File: config.mk
export PLATFORM = sky130hd
export DESIGN_NAME = pipe_sram_ctrl
export DESIGN_NICKNAME = d
export VERILOG_FILES = /design/src/rtl/psram_pkg.sv /design/src/rtl/psram_issue.sv /design/src/rtl/psram_pipe.sv /design/src/rtl/psram_rdret.sv /design/src/rtl/pipe_sram_ctrl.sv
export SDC_FILE = /design/constraint.sdc
export NUM_CORES = 1
export LEC_CHECK = 0
export BUFFER_PORTS_ARGS = -buffer_cell sky130_fd_sc_hd__buf_2
export CORE_MARGIN = 10
export CORE_UTILIZATION = 40
export DETAILED_ROUTE_END_ITERATION = 7
export HOLD_SLACK_MARGIN = 0.15
export PLACE_DENSITY_LB_ADDON = 0.05
export REMOVE_ABC_BUFFERS = 1
export SLEW_MARGIN = 15
export SYNTH_ARGS = -nofsm -noshare
export SYNTH_HDL_FRONTEND = slang
export SYNTH_HIERARCHICAL = 1
export SYNTH_SLANG_ARGS = --single-unit
File: constraint.sdc
create_clock -name clk -period 2.4 [get_ports clk]
set_input_delay 0.48 -clock clk [delete_from_list [all_inputs] [get_ports clk]]
set_output_delay 0.48 -clock clk [all_outputs]
set_load 0.02 [all_outputs]
File: src/rtl/psram_pkg.sv
package psram_pkg;

    typedef enum logic [1:0] {
        OP_NONE = 2'd0,
        OP_RD   = 2'd1,
        OP_WR   = 2'd2
    } bus_op_e;

endpackage

File: src/rtl/psram_issue.sv
// Request acceptance and burst address sequencing; owns the memory command pins.
module psram_issue
    import psram_pkg::*;
#(
    parameter int ADDR_W  = 18,
    parameter int DATA_W  = 36,
    parameter int BURST_W = 2
) (
    input  logic              clk,
    input  logic              rst,
    input  logic              clk_en,
    input  logic              req_valid,
    input  logic              req_write,
    input  logic [ADDR_W-1:0] req_addr,
    input  logic [DATA_W-1:0] req_wdata,
    input  logic [BURST_W-1:0] req_burst,
    output logic              req_ready,
    output bus_op_e           cmd_op,
    output logic [ADDR_W-1:0] cmd_addr,
    output logic [DATA_W-1:0] cmd_wdata
);

    typedef struct packed {
        bus_op_e            op;
        logic [ADDR_W-1:0]  addr;
        logic [DATA_W-1:0]  wdata;
        logic [BURST_W-1:0] left;
        logic [ADDR_W-1:0]  next_addr;
    } issue_t;

    issue_t st_d, st_q;

    assign req_ready = clk_en && (st_q.left == '0);

    always_comb begin
        st_d = st_q;
        if (clk_en) begin
            st_d.op = OP_NONE;
            if (st_q.left != '0) begin
                st_d.op        = OP_RD;
                st_d.addr      = st_q.next_addr;
                st_d.next_addr = st_q.next_addr + ADDR_W'(1);
                st_d.left      = st_q.left - BURST_W'(1);
            end else if (req_valid) begin
                st_d.op        = req_write ? OP_WR : OP_RD;
                st_d.addr      = req_addr;
                st_d.wdata     = req_wdata;
                st_d.next_addr = req_addr + ADDR_W'(1);
                st_d.left      = req_write ? '0 : req_burst;
            end
        end
    end

    always_ff @(posedge clk) begin
        if (rst) begin
            st_q <= '0;
        end else begin
            st_q <= st_d;
        end
    end

    assign cmd_op    = st_q.op;
    assign cmd_addr  = st_q.addr;
    assign cmd_wdata = st_q.wdata;

    // an accepted request is on the pins in the next cycle
    a_r2_accept_presents: assert property (@(posedge clk) disable iff (rst)
        (req_valid && req_ready) |=> (cmd_op != OP_NONE && cmd_addr == $past(req_addr)));

    // burst words step the address by one, wrapping at the top
    a_r6_burst_step: assert property (@(posedge clk) disable iff (rst)
        (clk_en && st_q.left != '0) |=> (cmd_op == OP_RD && cmd_addr == $past(cmd_addr) + ADDR_W'(1)));

    // a disabled edge leaves the command pins untouched
    a_r8_cmd_hold: assert property (@(posedge clk) disable iff (rst)
        !clk_en |=> ($stable(cmd_op) && $stable(cmd_addr)));

endmodule

File: src/rtl/psram_pipe.sv
// Delay line from command slot to data slot; drives the bus in write slots only.
module psram_pipe
    import psram_pkg::*;
#(
    parameter int DATA_W  = 36,
    parameter int LATENCY = 2
) (
    input  logic              clk,
    input  logic              rst,
    input  logic              clk_en,
    input  bus_op_e           cmd_op,
    input  logic [DATA_W-1:0] cmd_wdata,
    output logic              dq_oe,
    output logic [DATA_W-1:0] dq_out,
    output logic              slot_rd
);

    typedef struct packed {
        bus_op_e           op;
        logic [DATA_W-1:0] data;
    } stage_t;

    stage_t                  fresh;
    stage_t [LATENCY-1:0]    stg_d, stg_q;

    always_comb begin
        fresh.op   = cmd_op;
        fresh.data = (cmd_op == OP_WR) ? cmd_wdata : '0;
    end

    if (LATENCY == 1) begin : g_flow
        always_comb begin
            stg_d[0] = clk_en ? fresh : stg_q[0];
        end
    end else begin : g_piped
        always_comb begin
            stg_d = clk_en ? {stg_q[LATENCY-2:0], fresh} : stg_q;
        end
    end

    always_ff @(posedge clk) begin
        if (rst) begin
            stg_q <= '0;
        end else begin
            stg_q <= stg_d;
        end
    end

    assign dq_oe   = (stg_q[LATENCY-1].op == OP_WR);
    assign dq_out  = stg_q[LATENCY-1].data;
    assign slot_rd = (stg_q[LATENCY-1].op == OP_RD);

    // bus drive is frozen across a disabled edge
    a_r8_bus_hold: assert property (@(posedge clk) disable iff (rst)
        !clk_en |=> ($stable(dq_oe) && $stable(dq_out)));

endmodule

File: src/rtl/psram_rdret.sv
// Samples the bus in read slots and presents one strobe per word.
module psram_rdret #(
    parameter int DATA_W = 36
) (
    input  logic              clk,
    input  logic              rst,
    input  logic              clk_en,
    input  logic              slot_rd,
    input  logic [DATA_W-1:0] bus_in,
    output logic              rd_valid,
    output logic [DATA_W-1:0] rd_data
);

    typedef struct packed {
        logic              valid;
        logic [DATA_W-1:0] data;
    } ret_t;

    ret_t st_d, st_q;

    always_comb begin
        st_d       = st_q;
        st_d.valid = clk_en && slot_rd;
        if (clk_en && slot_rd) begin
            st_d.data = bus_in;
        end
    end

    always_ff @(posedge clk) begin
        if (rst) begin
            st_q <= '0;
        end else begin
            st_q <= st_d;
        end
    end

    assign rd_valid = st_q.valid;
    assign rd_data  = st_q.data;

    // a returned word always follows an enabled edge
    a_r4_strobe_after_enable: assert property (@(posedge clk) disable iff (rst)
        rd_valid |-> $past(clk_en));

    // returned data holds between strobes
    a_r4_data_holds: assert property (@(posedge clk) disable iff (rst)
        !clk_en |=> $stable(rd_data));

endmodule

File: src/rtl/pipe_sram_ctrl.sv
module pipe_sram_ctrl
    import psram_pkg::*;
#(
    parameter int ADDR_W  = 18,
    parameter int DATA_W  = 36,
    parameter int BURST_W = 2,
    parameter int LATENCY = 2
) (
    input  logic               clk,
    input  logic               rst,
    input  logic               clk_en,
    input  logic               req_valid,
    input  logic               req_write,
    input  logic [ADDR_W-1:0]  req_addr,
    input  logic [DATA_W-1:0]  req_wdata,
    input  logic [BURST_W-1:0] req_burst,
    output logic               req_ready,
    output logic               rd_valid,
    output logic [DATA_W-1:0]  rd_data,
    output logic               mem_sel,
    output logic               mem_wr,
    output logic [ADDR_W-1:0]  mem_addr,
    output logic [DATA_W-1:0]  mem_dq_out,
    output logic               mem_dq_oe,
    input  logic [DATA_W-1:0]  mem_dq_in
);

    bus_op_e           cmd_op;
    logic [DATA_W-1:0] cmd_wdata;
    logic              slot_rd;

    psram_issue #(
        .ADDR_W  (ADDR_W),
        .DATA_W  (DATA_W),
        .BURST_W (BURST_W)
    ) u_issue (
        .clk       (clk),
        .rst       (rst),
        .clk_en    (clk_en),
        .req_valid (req_valid),
        .req_write (req_write),
        .req_addr  (req_addr),
        .req_wdata (req_wdata),
        .req_burst (req_burst),
        .req_ready (req_ready),
        .cmd_op    (cmd_op),
        .cmd_addr  (mem_addr),
        .cmd_wdata (cmd_wdata)
    );

    psram_pipe #(
        .DATA_W  (DATA_W),
        .LATENCY (LATENCY)
    ) u_pipe (
        .clk       (clk),
        .rst       (rst),
        .clk_en    (clk_en),
        .cmd_op    (cmd_op),
        .cmd_wdata (cmd_wdata),
        .dq_oe     (mem_dq_oe),
        .dq_out    (mem_dq_out),
        .slot_rd   (slot_rd)
    );

    psram_rdret #(
        .DATA_W (DATA_W)
    ) u_rdret (
        .clk      (clk),
        .rst      (rst),
        .clk_en   (clk_en),
        .slot_rd  (slot_rd),
        .bus_in   (mem_dq_in),
        .rd_valid (rd_valid),
        .rd_data  (rd_data)
    );

    assign mem_sel = (cmd_op != OP_NONE);
    assign mem_wr  = (cmd_op == OP_WR);

    // reset leaves the memory side quiet
    a_r1_reset_idle: assert property (@(posedge clk)
        rst |=> (!mem_sel && !mem_dq_oe && !rd_valid));

endmodule

[Word level (Yosys, flattened, before mapping)]
Cells that the tools add are included.
Word-level totals
  register bits after elaboration: 189
  output and inout port bits: 95
  logic and storage cells: 32
Operators by class
  add/subtract/negate cells: 3
  equality and inequality tests: 3
  muxes and demuxes: 6
  bitwise operators: 1
  reductions and logical operators: 8
Operators by type and width (number)
  76-bit two-way mux: 1
  20-bit two-way mux: 2
  18-bit by 1-bit adder with 18-bit output, second input constant: 2
  36-bit two-way mux: 1
  2-bit nonzero test: 3
  2-bit == test, second input constant: 2
  2-bit two-way mux: 2
  3-bit AND reduction: 1
  2-bit by 1-bit == test with 1-bit output, second input constant: 1
  1-bit logical AND: 2
  2-bit logical NOT: 1
  2-bit AND reduction: 1
  2-bit by 1-bit subtractor with 2-bit output, second input constant: 1
  1-bit inverter: 1

[Depth between registers and ports, before layout]
  depth in word-level cells: 3
  mapped depth: 7
  depth with buffers taken out: 7

[By module]
Netlist, hierarchy kept.
Modules (own cells, without submodules)
  psram_issue: times used 1, cells each 525, area an instance 4018.9 um^2
  psram_pipe: times used 1, cells each 329, area an instance 3311.9 um^2
  psram_rdret: times used 1, cells each 167, area an instance 1776.7 um^2
  pipe_sram_ctrl: times used 1, cells each 2, area an instance 12.5 um^2

[Worst setup path before layout]
OpenSTA, ideal clock, no wires.
  kind: reg2out
  start point: register u_issue/st_q[19] (netlist name)
  end point: output port req_ready
  data arrival time: 1307 ps
  data required time: 1920 ps
  slack: 613 ps
  cell stages (with the launch flop): 5
  cells stage by stage: dfxtp_1 > or2_2 > clkbuf_1 > buf_2 > nor2_1
On the way
  cells in the longest elaborated chain, start to end: 2
RTL lines
  from (decl): RTL line psram_issue.sv:31  | issue_t st_d, st_q;
  from (signal assigned): RTL line psram_issue.sv:58  | st_q <= st_d;
  2-bit logical NOT: RTL line psram_issue.sv:33  | assign req_ready = clk_en && (st_q.left == '0);
  1-bit logical AND: RTL line psram_issue.sv:33
  to (decl): RTL line pipe_sram_ctrl.sv:17  | output logic req_ready,
No other way between the ends.

[Worst setup path after layout]
Ends and elaborated chain as after synthesis.

==> metrics.csv <==
stage,metric,value,unit
setup_path,crit_chain,or2_2 > nor2_1 > buf_2,
timing,max_slew.worst_pin.slew,0.5822,ns
logic_synthesis,avgSynthCellArea,8.915,um^2
placed_design,place_area,9442,um^2
die,dieArea,29240,um^2
setup_path,cp_top_family,simple AND/OR/NAND/NOR gates,
route,vias,7152,
global_route,grt_pass1_vias,6958,
setup_path,worstPathArrival,1.63,ns
route,wire_per_inst,17.34,um
route,drc,0,
setup_path,crit_required,1.92,ns
finish,synthToLayoutAreaGrowth,9.891,%
power,vdd_ir_drop_max,0.0003590,V
finish,drive_gt1_share,27.01,%
logic_synthesis,synth_compound_area_share,18.62,%
finish,finish.net_count,1182,
power,leakage,4.009,nW
setup_path,crit_path_max_fanout,20,
clocking,htree_levels,4,
placed_design,dp.cells,1349,
logic_synthesis,synthMuxAreaShare,4.637,%
logic_synthesis,synth.distinct_cells,59,
logic_synthesis,synth_fa_ha_area_share,0.2744,%
global_route,antenna_found_initial,0,
clocking,clkTransAtPathRegs,0.07,ns
finish,final_util,44.54,%
clocking,cts-resized-gates,0,
logic_synthesis,ys.flop_type,dfxtp_1,
logic_synthesis,synth-seq-cells,189,
die,fp-row-count,55,
setup_path,path_buf_inv,1,
setup_path,crit_slowest_cell,or2_2,
clocking,clk_latency,0.43,ns
placed_design,port_buffers,191,
run_status,status,"complete, no violations",
timing,fmax,0.4750,GHz
timing,layout_min_cycle_time,2.105,ns
logic_synthesis,syn_area,9120,um^2
global_route,grt_max_degree,103,
timing,rsz0062_at_grt,false,
logic_synthesis,synth_top_family_by_area,simple AND/OR/NAND/NOR gates,
route,ant_nets,0,
setup_path,cpPeakStageDelay,0.48,ns
logic_synthesis,synthCells,1023,
timing,finalClockSkew,0.01719,ns
hold_path,hold_path_class,in2reg,
route,drt_iter0_markers,499,
finish,finish.instance_area,10020,um^2
power,power.density,668.3,nW/um^2
logic_synthesis,synth-simple-area-share,19.59,%
logic_synthesis,async_flop_share,0,%
global_route,grt_use_total,16.12,%
clocking,cts_tree,built,
timing,finalSetupViolations,0,
finish,antenna_cells,0,
logic_synthesis,yosysWarnings,6,
clocking,post-cts-setup-buffer-count,0,
global_route,grt_overflow,0,
power,finalPower,6.697,mW
placed_design,place_congestion,0.8050,
die,core_area,22500,um^2
setup_path,end_kind,output pin,
timing,relSlewSlack,61.14,%
route,vias_per_cell,5.179,
logic_synthesis,synth-xor-area-share,1.537,%
clocking,clock_sinks,189,
logic_synthesis,synth_edf_count,0,
logic_synthesis,seq_area_frac_synth,41.49,%
die,pin_count,192,
route,wl,23.94,mm
clocking,numCtsBuffers,17,
clocking,root_buffer,clkbuf_16,
timing,finalCritPeriodShare,87.72,%
global_route,grt_pass1_wl,38.44,mm
setup_path,worst_setup_path_start_kind,register,
finish,final-instance-count-excl-fill,1381,
timing,maxSlewViolCount,0,
setup_path,crit_type,reg2out,
placed_design,hpwl,15.99,mm
job,maxCapViolCount,0,
die,die_h,171.0,um
route,drt_pass1_iterations,5,
die,die_w,171.0,um
clocking,clock_path_buffers,2,
timing,hold_violations,0,
clocking,ctsHoldBuffers,0,
die,start_util,40.53,%
## cells in the mapped netlist (2+ instances only)
cell	number	area [um^2]
nor3b_1	2	15.01
a21bo_2	3	30.03
nand2_2	2	12.51
xor2_1	7	61.31
ha_1	2	25.02
nor2b_1	3	18.77
nand3b_1	2	15.01
nor3_1	6	30.03
clkbuf_4	3	22.52
nor4_1	2	12.51
a211oi_1	2	15.01
and3_1	7	43.79
and4_1	4	35.03
xnor2_1	9	78.83
buf_12	5	100.1
nand2_1	94	352.8
buf_4	95	713.2
buf_8	8	120.1
buf_6	5	56.30
nand3_1	53	265.3
inv_1	4	15.01
o21ai_0	46	230.2
a21bo_1	33	330.3
dfxtp_1	189	3784
a22oi_1	10	75.07
or3_1	13	81.33
nand4_1	3	18.77
buf_1	5	18.77
nand4b_1	36	315.3
a21oi_1	110	550.5
clkbuf_1	26	97.59
buf_2	23	115.1
a21oi_2	34	297.8
mux2_2	2	22.52
and2_1	3	18.77
nor2_2	3	18.77
a31oi_1	5	31.28
o31ai_1	2	15.01
nor2_1	63	236.5
o22ai_1	5	31.28
mux2i_1	40	400.4
nand2b_1	37	231.5
## path summary, 6_finish.rpt
path	from	to	slack (ns)	depth (start not counted)
setup reg to reg	u_issue/st_q[0]	u_issue/st_q[12]	0.52	7
hold reg to reg	u_issue/cmd_wdata[1]	u_issue/cmd_wdata[1]	0.46	2
hold / removal	req_wdata[19]	u_issue/cmd_wdata[19]	0.29	3
setup / recovery	u_issue/st_q[19]	req_ready	0.29	3
## metal layers
layer	vias up	wire (um)	GRT usage, %
li1	3588	-	-
met1	3348	11550	22.20
met2	195	10350	23.90
met3	21	1710	4.493
met4	0	328	4.726
met5	-	0	0
## area by class of cell
class                      instances  area (um^2)
multi-input combinational        659         4085
tap                              285        356.6
clock inverter                    13        127.6
timing repair buffer             212         1201
clock buffer                      19        452.9
fill                            2305        12480
sequential                       189         3784
inverter                           4        15.01
## metrics by stage
stage	setup WS, ns	hold slack [ns]	TNS, ns
after CTS	0.2670	0.2685	0
after detailed placement	0.4765	0.4472	0
after global placement	0.4754	0.4433	0
final	0.2946	0.2925	0
after floorplan	-0.8754	0.4305	-31.97
after global routing	0.1784	0.2731	0
## report_power, final
part           switching (mW)  leakage [nW]  internal (mW)
Clock                    1.33         0.279           1.43
Sequential             0.0564          1.53           3.21
Combinational           0.418          2.20          0.251
## flip-flops by register name (all words and copies together), names as in the netlist
register,cells
u_pipe/dq_out,36
u_issue/cmd_op,2
u_issue/cmd_wdata,36
u_issue/st_q,20
u_rdret/rd_data,36
u_rdret/rd_valid,1
u_pipe/stg_q,40
u_issue/cmd_addr,18
## cell usage in the layout, fill, tap and decap left out, drive strengths merged, types with 2 or more instances in the layout
cell,synthesis,routed
and3,7,7
o31ai,3,3
and4,5,5
nor3b,2,2
nand2b,37,37
or2,2,2
mux2,2,2
buf,141,212
a31oi,5,5
a21oi,144,144
nor4,2,2
nand2,96,96
and2,3,3
xor2,7,7
clkinv,0,7
nand3,54,54
o21ai,47,47
clkbuf,30,19
dfxtp,189,189
inv,4,8
nor2b,3,3
mux2i,40,40
a211oi,2,2
nand3b,2,2
clkinvlp,0,2
o22ai,5,5
or3,13,13
nor2,66,66
nand4b,36,36
xnor2,9,9
nand4,4,4
a22oi,10,10
ha,2,2
a21bo,36,36
nor3,7,7
## kinds of logic (layout without fill, tap and decap cells)
| logic type | count (synthesis) | in the layout |
|---|---|---|
| multiplexers | 42 | 42 |
| AO/OA/AOI/OAI | 260 | 260 |
| buffers and inverters | 175 | 248 |
| XOR/XNOR | 16 | 16 |
| adder cells (fa/ha/maj) | 2 | 2 |
| AND/OR/NAND/NOR | 339 | 339 |
| flip-flops | 189 | 189 |
## worst reg2reg max path, stage by stage (launching register included)
cell and delay (ns):
dfxtp_1 0.42, ha_1 0.23, nand3_1 0.14, nor3_1 0.35
nand2_1 0.19, o31ai_1 0.22, a22oi_1 0.09, a21oi_1 0.15
No activity file was read; power rests on OpenSTA's default activity.
